File: src/rtl/burst_addr_seq.sv
module burst_addr_seq #(
  parameter int ADDR_W = 20
) (
  input  logic              clk,
  input  logic              rst,
  input  logic [ADDR_W-1:0] addr_in,
  input  logic              proc_as_n,
  input  logic              ctrl_as_n,
  input  logic              adv_n,
  input  logic              cs_n,
  input  logic              ilv_order,
  output logic [ADDR_W-1:0] word_addr,
  output logic              loaded,
  output logic              active
);
  localparam int CNT_W = 2;

  logic [ADDR_W-1:0] base_q;
  logic [CNT_W-1:0]  cnt_q;
  logic              loaded_q;
  logic              active_q;
  logic              start;
  logic              step;
  logic [CNT_W-1:0]  low_lin;
  logic [CNT_W-1:0]  low_ilv;

  assign start = ~ctrl_as_n | (~proc_as_n & ~cs_n);
  assign step  = ~adv_n & active_q;

  always_ff @(posedge clk) begin
    if (rst) begin
      base_q   <= '0;
      cnt_q    <= '0;
      loaded_q <= 1'b0;
      active_q <= 1'b0;
    end else if (start) begin
      base_q   <= addr_in;
      cnt_q    <= '0;
      loaded_q <= 1'b1;
      active_q <= 1'b1;
    end else begin
      loaded_q <= 1'b0;
      if (step) cnt_q <= cnt_q + 1'b1;
    end
  end

  assign low_lin   = base_q[CNT_W-1:0] + cnt_q;
  assign low_ilv   = base_q[CNT_W-1:0] ^ cnt_q;
  assign word_addr = {base_q[ADDR_W-1:CNT_W], ilv_order ? low_ilv : low_lin};
  assign loaded    = loaded_q;
  assign active    = active_q;
endmodule


File: config.mk
export PLATFORM = sky130hd
export DESIGN_NAME = burst_addr_seq
export DESIGN_NICKNAME = d
export VERILOG_FILES = /design/src/rtl/burst_addr_seq.sv
export SDC_FILE = /design/constraint.sdc
export NUM_CORES = 1
export LEC_CHECK = 0
export BUFFER_PORTS_ARGS = -buffer_cell sky130_fd_sc_hd__buf_4
export CORE_MARGIN = 2
export CORE_UTILIZATION = 30
export DETAILED_ROUTE_END_ITERATION = 16
export PLACE_DENSITY_LB_ADDON = 0.1
export REMOVE_ABC_BUFFERS = 1
export SETUP_SLACK_MARGIN = 0.2
export SLEW_MARGIN = 20
export SYNTH_ARGS = -nofsm -noshare
export SYNTH_HDL_FRONTEND = slang
export SYNTH_SLANG_ARGS = --single-unit
File: constraint.sdc
create_clock -name clk -period 2.4 [get_ports clk]
set_clock_uncertainty 0.1 [all_clocks]
set_input_delay 0.24 -clock clk [delete_from_list [all_inputs] [get_ports clk]]
set_output_delay 0.24 -clock clk [all_outputs]
set_load 0.01 [all_outputs]
==> flow_metrics.env, run 1 <==
export IMPL_antenna_found_initial=0
export IMPL_die_h_microns=60.5
export IMPL_cts_sinks=24
export IMPL_r2r_start="active$_SDFFE_PP0P_"
export IMPL_crit_arrival_ps=1250
export IMPL_crit_path_end_kind="output pin"
export IMPL_drc=0
export IMPL_worst_pin_slew_ps=792
export IMPL_placed_cells=150
export IMPL_gp_congestion=0.610
export IMPL_max_freq_mhz=627
export IMPL_yosys_warnings=0
export IMPL_slowest_delay_ps=390
export IMPL_min_from="addr_in[7]"
export IMPL_cp_data_required_time_ps=2060
export IMPL_stdcell_area_sq_um=1230
export IMPL_routed_wl_microns=1770
export IMPL_rsz0062_at_grt="false"
export IMPL_placed_cell_area_sq_um=1190
export IMPL_max_slew_margin=0.472
export IMPL_start_util=0.313
export IMPL_numCtsBuffers=3
export IMPL_drtAntennaViolNets=0
export IMPL_post_route_period_util=0.664
export IMPL_hold_depth=2
export IMPL_path_cells="ha_1 -> nor2b_1 -> xnor2_1 -> buf_4"
export IMPL_first_pass_iters=2
export IMPL_synth_seq_cells=24
export IMPL_vias_per_cell=4.21
export IMPL_portBuffers=48
export IMPL_grt_pass1_vias=599
export IMPL_grt_start_max_net_pins=22
export IMPL_criticalPathCategory="reg2out"
export IMPL_reg2reg_depth=3
export IMPL_dp_hpwl_microns=1270
export IMPL_route_vias_total=648
export IMPL_worstSkewPairLatency_ps=300
export IMPL_crit_family="flip-flops"
export IMPL_nets=139
export IMPL_ys_seq_area_frac=0.503
export IMPL_io_pins=49
export IMPL_cts_buffer_depth=2
export IMPL_final_cell_count_no_fill=154
export IMPL_ir_drop_mv=0.288
export IMPL_cpMaxStageDelayCell="dfxtp_1"
export IMPL_routedWlPerCell_microns=11.5
export IMPL_finalSetupViolations=0
export IMPL_powerDensity_nw_per_um2=630
export IMPL_total_power_w=0.000774
export IMPL_track_usage=0.0975
export IMPL_rows=20
export IMPL_hold_class="in2reg"
export IMPL_hold_viol_final=0
export IMPL_h_tree_depth=1
export IMPL_grt_pass1_wl_microns=2640
export IMPL_syn_inst=80
export IMPL_post_route_min_period_ps=1590
export IMPL_path_max_fanout=3
export IMPL_syn2layout_area_growth_pct=28.4
export IMPL_yosys_cell_types_count=14
export IMPL_path_buf_inv=1
export IMPL_leakage_nw=0.575
export IMPL_detail_route_iter0_violations=18
export IMPL_core_sq_um=3050
export IMPL_status="complete, no violations"
export IMPL_final_layout_size_suffix_gt1_frac=0.509
export IMPL_r2r_slack_ps=1450
export IMPL_tritoncts="done"
export IMPL_fin_setup_tns_ps=0
export IMPL_cts_hold_buf=0
export IMPL_die_area_sq_um=3650
export IMPL_whs_endpoint="base_q[7]$_SDFFE_PP0P_"
export IMPL_r2r_end="cnt_q[0]$_SDFFE_PP0P_"
export IMPL_path_clk_slew_ps=130
export IMPL_cts_root_buf="clkbuf_4"
export IMPL_synth_area_sq_um=956
export IMPL_maxSlewViolCount=0
export IMPL_insertedDiodeCount=0
export IMPL_grt_overflow=0
export IMPL_post_cts_setup_buffer_count=0
export IMPL_max_cap_violations=0
export IMPL_die_w_microns=60.5
export IMPL_avgSynthCellArea_sq_um=11.9
export IMPL_critPathLaunchType="flop"
export IMPL_cts_resized=0
flip-flops by register name (all words and copies together) (netlist names):
name    cells
cnt_q       2
active      1
base_q     20
loaded      1
how the worst max path moves through the flow:
stage | endpoint | from | depth (start not counted) | slack [ps]
finish | word_addr[1] | cnt_q[0]$_SDFFE_PP0P_ | 4 | 810
CTS | word_addr[1] | cnt_q[0]$_SDFFE_PP0P_ | 4 | 770
detailed placement | base_q[2]$_SDFFE_PP0P_ | cs_n | 4 | 950
global placement | base_q[17]$_SDFFE_PP0P_ | cs_n | 4 | 950
floorplan | word_addr[1] | cnt_q[0]$_SDFFE_PP0P_ | 3 | 1230
global route | word_addr[1] | cnt_q[0]$_SDFFE_PP0P_ | 4 | 700
area by class of cell:
cell class	instances	area, sq um
fill	323	1830
sequential	24	480
timing repair buffer	48	360
multi-input combinational	34	295
tap	44	55.1
clock buffer	4	36.3
cells in the mapped netlist (all sizes together):
library cell  count  area share
dfxtp            24        0.50
buf              22        0.19
a22o             20        0.18
xnor2             3       0.027
nor2b             2       0.013
nor3              2       0.010
and2b             1       0.010
ha                1       0.013
nand3b            1      0.0079
nor2              1      0.0065
o21ai             1       0.017
o21ba             1       0.010
xor2              1      0.0092
placed cells by master, fill, tap and decap left out:
| master | synthesis | final |
|---|---|---|
| nor2b_1 | 2 | 2 |
| buf_4 | 18 | 48 |
| o21ba_2 | 1 | 1 |
| nand3b_1 | 1 | 1 |
| ha_1 | 1 | 1 |
| and2b_4 | 1 | 1 |
| dfxtp_1 | 24 | 24 |
| nor3_1 | 2 | 2 |
| o21ai_4 | 1 | 1 |
| a22o_1 | 20 | 20 |
| xor2_1 | 1 | 1 |
| clkbuf_8 | 0 | 1 |
| nor2_2 | 1 | 1 |
| clkbuf_4 | 0 | 3 |
| xnor2_1 | 3 | 3 |
metrics by stage:
step / hold slack (ps) / setup WS [ps] / utilization
floorplan: 217 / 1230 / -
global placement: 350 / 946 / 0.390
detailed placement: 355 / 947 / 0.390
CTS: 16.6 / 769 / 0.402
global route: 4.56 / 698 / 0.402
finish: 30.0 / 805 / 0.402
where the power goes:
group / total, W / leakage, nW / internal [W] / switching, W
clock network: 0.000207 / 0.0210 / 0.0000925 / 0.000115
registers: 0.000438 / 0.199 / 0.000424 / 0.0000143
logic: 0.000128 / 0.355 / 0.0000787 / 0.0000493
total: 0.000774 / 0.575 / 0.000595 / 0.000179
cell families after synthesis:
group | synth area share
xor+xnor | 0.0367
fa+ha+maj | 0.0131
compound gates | 0.211
buf+inv | 0.188
simple gates | 0.0484
flops | 0.503
metal layers:
layer  vias to the layer above  track usage  share of wire
li1                        326            -              -
met1                       297        0.126           0.44
met2                        23        0.151           0.48
met3                         2       0.0277          0.071
met4                         0       0.0466         0.0079
met5                         -            0              0
Power figures use the tool's default switching activity.
==> run 2, diff against run 1 <==
clock period = 1.3 ns   (was 2.4 ns; I/O delays follow)
==> run 2 against run 1 <==
Net effect: via count up 12%; critical endpoint unchanged; the run now ends with negative setup slack left; largest power group unchanged; cell count up 15%; sequential power increased by 85%; setup slack got worse by 920 ps; hold slack better by 19 ps; clock power up 84%; register-to-register slack worse by 1200 ps; flip-flop and latch count stayed put; largest cell class is now buffers; critical path depth stayed put; total power rose by 92%; non-clock buffer count is 23 higher; sequential share of layout area decreased by 6.5 points.
==> flow_metrics.env, run 2 (synthesis results as in run 1) <==
export IMPL_dp_hpwl_microns=1210
export IMPL_path_buf_inv=1
export IMPL_routed_wl_microns=1940
export IMPL_fin_ws_ps=-114
export IMPL_cts_buffer_depth=2
export IMPL_track_usage=0.112
export IMPL_cp_data_required_time_ps=1070
export IMPL_drc=0
export IMPL_r2r_slack_ps=300
export IMPL_maxSlewViolCount=0
export IMPL_die_w_microns=60.5
export IMPL_die_area_sq_um=3650
export IMPL_cts_root_buf="clkbuf_4"
export IMPL_grt_start_max_net_pins=22
export IMPL_rsz0062_at_grt="true"
export IMPL_powerDensity_nw_per_um2=1000
export IMPL_syn2layout_area_growth_pct=55.4
export IMPL_r2r_start="cnt_q[0]$_SDFFE_PP0P_"
export IMPL_route_vias_total=727
export IMPL_final_common_cell="buf_4"
export IMPL_hold_class="in2reg"
export IMPL_final_layout_size_suffix_gt1_frac=0.481
export IMPL_ir_drop_mv=0.555
export IMPL_crit_path_end_kind="output pin"
export IMPL_first_pass_iters=3
export IMPL_fin_setup_tns_ps=-114
export IMPL_crit_family="flip-flops"
export IMPL_portBuffers=48
export IMPL_top_register="base_q"
export IMPL_path_cells="ha_4 -> nor2b_4 -> xnor2_1 -> buf_4"
export IMPL_rows=20
export IMPL_crit_start="base_q[0]$_SDFFE_PP0P_"
export IMPL_core_sq_um=3050
export IMPL_worstSkewPairLatency_ps=300
export IMPL_final_util=0.486
export IMPL_r2r_end="cnt_q[1]$_SDFFE_PP0P_"
export IMPL_leakage_nw=0.673
export IMPL_largest_reg_flops=20
export IMPL_pre_cts_ws_ps=-40.5
export IMPL_hold_viol_final=0
export IMPL_die_h_microns=60.5
export IMPL_cpMaxStageDelayCell="dfxtp_2"
export IMPL_antenna_found_initial=0
export IMPL_worst_pin_slew_ps=790
export IMPL_grt_pass1_vias=672
export IMPL_start_util=0.313
export IMPL_routedWlPerCell_microns=10.9
export IMPL_crit_end="word_addr[1]"
export IMPL_nets=162
export IMPL_slowest_delay_ps=360
export IMPL_fill_cells=308
export IMPL_crit_arrival_ps=1180
export IMPL_io_pins=49
export IMPL_vias_per_cell=4.11
export IMPL_cts_sinks=24
export IMPL_max_cap_violations=0
export IMPL_max_freq_mhz=707
export IMPL_critPathLaunchType="flop"
export IMPL_insertedDiodeCount=0
export IMPL_violations="negative setup slack"
export IMPL_max_slew_margin=0.473
export IMPL_cp_depth=4
export IMPL_post_route_min_period_ps=1410
export IMPL_grt_pass1_wl_microns=2930
export IMPL_path_max_fanout=2
export IMPL_tritoncts="done"
export IMPL_drtAntennaViolNets=0
export IMPL_finalSetupViolations=1
export IMPL_post_route_period_util=1.09
export IMPL_detail_route_iter0_violations=1
export IMPL_path_clk_slew_ps=130
export IMPL_grt_overflow=0
export IMPL_layout_common_cells="buf_4 (48), dlygate4sd3_1 (21), a22o_1 (20), dfxtp_1 (20), dfxtp_2 (4)"
export IMPL_h_tree_depth=1
export IMPL_criticalPathCategory="reg2out"
export IMPL_gp_congestion=0.597
export IMPL_numCtsBuffers=3
export IMPL_status="finished, violations left"
export IMPL_reg2reg_depth=4
export IMPL_reg_top3="base_q: 20 flops, cnt_q: 2 flops"
run 2: changes by cell type in the layout (fill, tap and decap cells not counted):
cell           previous run  this run
ha_4                      0         1
nor2b_4                   0         1
dlygate4sd3_1             0        21
nor2b_1                   2         1
dfxtp_1                  24        20
buf_6                     0         2
dfxtp_2                   0         4
ha_1                      1         0
run 2: how the worst min path moves through the flow:
stage                              endpoint  cells after the start        start
finish                cnt_q[0]$_SDFFE_PP0P_                      4        adv_n
CTS                   cnt_q[0]$_SDFFE_PP0P_                      4        adv_n
global route          cnt_q[0]$_SDFFE_PP0P_                      4        adv_n
global placement    base_q[10]$_SDFFE_PP0P_                      2  addr_in[10]
detailed placement    cnt_q[0]$_SDFFE_PP0P_                      2          rst
floorplan             cnt_q[0]$_SDFFE_PP0P_                      1          rst
run 2: layout make-up:
type	count	area, sq um	area share
repair buffers	71	593	0.399
clock buffers	4	36.3	0.0244
multi-input cells	34	315	0.212
well taps	44	55.1	0.0371
flip-flops and latches	24	485	0.327
run 2: report_power, final:
part,internal [W],leakage (nW),switching (W)
Sequential,0.000784,0.200,0.0000284
Clock,0.000171,0.0210,0.000210
Combinational,0.000194,0.453,0.000102
Total,0.00115,0.673,0.000340
run 2: metrics by stage:
step	area [sq um]	hold WS [ps]	cells	power, W
after CTS	1480	26.8	177	0.00151
after floorplan	776	107	58	0.000914
after detailed placement	1200	242	151	0.00107
after global placement	1200	240	151	0.00106
after global routing	1490	64.3	177	0.00157
final	1490	48.9	177	0.00149
run 2: metal layers:
layer / vias up / routed length (microns) / share of wire / GRT usage
met2: 23 / 962 / 0.50 / 0.180
met4: 0 / 18 / 0.0093 / 0.0652
met1: 331 / 843 / 0.44 / 0.135
li1: 371 / - / - / -
met5: - / 0 / 0 / 0
met3: 2 / 110 / 0.057 / 0.0320
run 2: repair_timing:
item	4_1_cts	5_1_grt
setup endpoints to repair	2	5
hold buffers	21	0
setup buffers	1	0
pin swaps	2	1
endpoints found under the hold margin	23	0
resized for setup	7	3
run 2: worst register-to-register path: stages, from the launching register on:
cell and delay (ps):
dfxtp_2 380, buf_6 100, nand3b_1 90, xor2_1 150, nor3_1 120
==> run 3, diff against run 2 <==
CTS_CLUSTER_SIZE = 40   (was unset)
HOLD_SLACK_MARGIN = 0.02   (was unset)
REMOVE_ABC_BUFFERS = unset   (was 1)
==> run 3 against run 2 <==
Net effect: the run still ends with negative setup slack left; via count is 0.83% higher; critical path depth stayed put; combinational power is 2% higher; count of clock-buffer cells in the layout is 1 lower; hold slack worse by 0.91 ps; sequential share of layout area is 0.65 points lower; critical path type unchanged; largest power group unchanged.
==> flow_metrics.env, run 3 (synthesis results as in run 1) <==
export IMPL_h_tree_depth=1
export IMPL_violations="negative setup slack"
export IMPL_nets=162
export IMPL_cp_data_required_time_ps=1070
export IMPL_grt_overflow=0
export IMPL_post_route_period_util=1.09
export IMPL_status="finished, violations left"
export IMPL_fill_cells=297
export IMPL_drtAntennaViolNets=0
export IMPL_pre_cts_ws_ps=-59.8
export IMPL_worst_pin_slew_ps=803
export IMPL_die_h_microns=60.5
export IMPL_grt_pass1_vias=688
export IMPL_vias_per_cell=4.14
export IMPL_dp_hpwl_microns=1260
export IMPL_grt_pass1_wl_microns=2950
export IMPL_hold_class="in2reg"
export IMPL_rsz0062_at_grt="true"
export IMPL_die_w_microns=60.5
export IMPL_criticalPathCategory="reg2out"
export IMPL_fin_ws_ps=-120
export IMPL_die_area_sq_um=3650
export IMPL_crit_arrival_ps=1190
export IMPL_post_route_min_period_ps=1420
export IMPL_max_slew_margin=0.464
export IMPL_numCtsBuffers=3
export IMPL_final_common_cell="buf_4"
export IMPL_tritoncts="done"
export IMPL_r2r_slack_ps=270
export IMPL_layout_common_cells="buf_4 (48), dlygate4sd3_1 (22), a22o_1 (20), dfxtp_1 (20), dfxtp_2 (4)"
export IMPL_top_register="base_q"
export IMPL_cts_buffer_depth=2
export IMPL_placed_cells=150
export IMPL_seq_area_sq_um=485
export IMPL_holdWs_ps=48.0
export IMPL_routedWlPerCell_microns=11.0
export IMPL_final_layout_size_suffix_gt1_frac=0.489
export IMPL_rows=20
export IMPL_detail_route_iter0_violations=18
export IMPL_powerDensity_nw_per_um2=1090
export IMPL_cts_root_buf="clkbuf_4"
export IMPL_gp_congestion=0.669
export IMPL_final_util=0.496
export IMPL_syn2layout_area_growth_pct=58.5
export IMPL_crit_path_end_kind="output pin"
export IMPL_route_vias_total=733
export IMPL_track_usage=0.110
export IMPL_max_cap_violations=0
export IMPL_start_util=0.313
export IMPL_ir_drop_mv=0.776
export IMPL_io_pins=49
export IMPL_reg_top3="base_q: 20 flops, cnt_q: 2 flops"
export IMPL_critPathLaunchType="flop"
export IMPL_finalSetupViolations=1
export IMPL_final_cell_count_no_fill=177
export IMPL_cts_sinks=24
export IMPL_antenna_found_initial=0
export IMPL_path_clk_slew_ps=130
export IMPL_maxSlewViolCount=0
export IMPL_insertedDiodeCount=0
export IMPL_leakage_nw=0.688
export IMPL_path_max_fanout=2
export IMPL_hold_viol_final=0
export IMPL_first_pass_iters=2
export IMPL_core_sq_um=3050
export IMPL_multi_input_comb_area_sq_um=330
export IMPL_drc=0
export IMPL_portBuffers=48
export IMPL_synth_nets=108
export IMPL_grt_start_max_net_pins=22
export IMPL_max_freq_mhz=704
export IMPL_routed_wl_microns=1940
export IMPL_total_power_w=0.00165
export IMPL_largest_reg_flops=20
export IMPL_worstSkewPairLatency_ps=310
## run 3: changes by cell type in the layout (fill, tap and decap cells not counted), sizes merged
cell / previous run / this run
buf: 50 / 49
bufinv: 0 / 1
clkbuf: 4 / 3
dlygate4sd3: 21 / 22
## run 3: final timing paths
| check | start | endpoint | cells past startpoint |
|---|---|---|---|
| min reg2reg | base_q[7]$_SDFFE_PP0P_ | base_q[7]$_SDFFE_PP0P_ | 1 |
| max reg2reg | cnt_q[0]$_SDFFE_PP0P_ | cnt_q[1]$_SDFFE_PP0P_ | 4 |
| max | base_q[0]$_SDFFE_PP0P_ | word_addr[1] | 4 |
| min | adv_n | cnt_q[0]$_SDFFE_PP0P_ | 4 |
## run 3: stage by stage
| step | cell area (sq um) | setup TNS, ps |
|---|---|---|
| 6_report | 1520 | -120 |
| 3_3_place_gp | 1190 | -664 |
| 4_1_cts | 1500 | -143 |
| 2_1_floorplan | 956 | 0 |
| 5_1_grt | 1520 | -187 |
| 3_5_place_dp | 1190 | -1020 |
## run 3: final cells by class
class / instances / share of cell area
Clock buffer: 3 / 0.0149
Timing Repair Buffer: 71 / 0.391
Clock inverter: 1 / 0.0198
Tap cell: 44 / 0.0363
Multi-Input combinational cell: 34 / 0.218
Sequential cell: 24 / 0.320
## run 3: worst max-delay path, cell delays in order, from the launching register on
cell     delay (ps)
dfxtp_2         360
ha_4            140
nor2b_4         120
xnor2_2         120
buf_4           140
## run 3: power breakdown
group,leakage [nW],switching (W),internal (W)
Sequential,0.200,0.0000275,0.000784
Combinational,0.460,0.000105,0.000196
Clock,0.0279,0.000223,0.000312
Total,0.688,0.000355,0.00129
## run 3: per-layer routing
metal,up-vias,global-route usage,part of all wire,wire [microns]
met5,-,0,0,0
met4,0,0.0280,0.0077,15
met3,2,0.0469,0.073,141
met2,28,0.182,0.47,905
met1,330,0.133,0.45,881
li1,373,-,-,-
## run 3: repair_timing
action | CTS | global route
setup buffers | 1 | 0
setup endpoints to repair | 2 | 5
cloned | 0 | 0
resized for setup | 7 | 4
pin swaps | 2 | 1
endpoints found under the hold margin | 23 | 0
hold buffers | 22 | 0
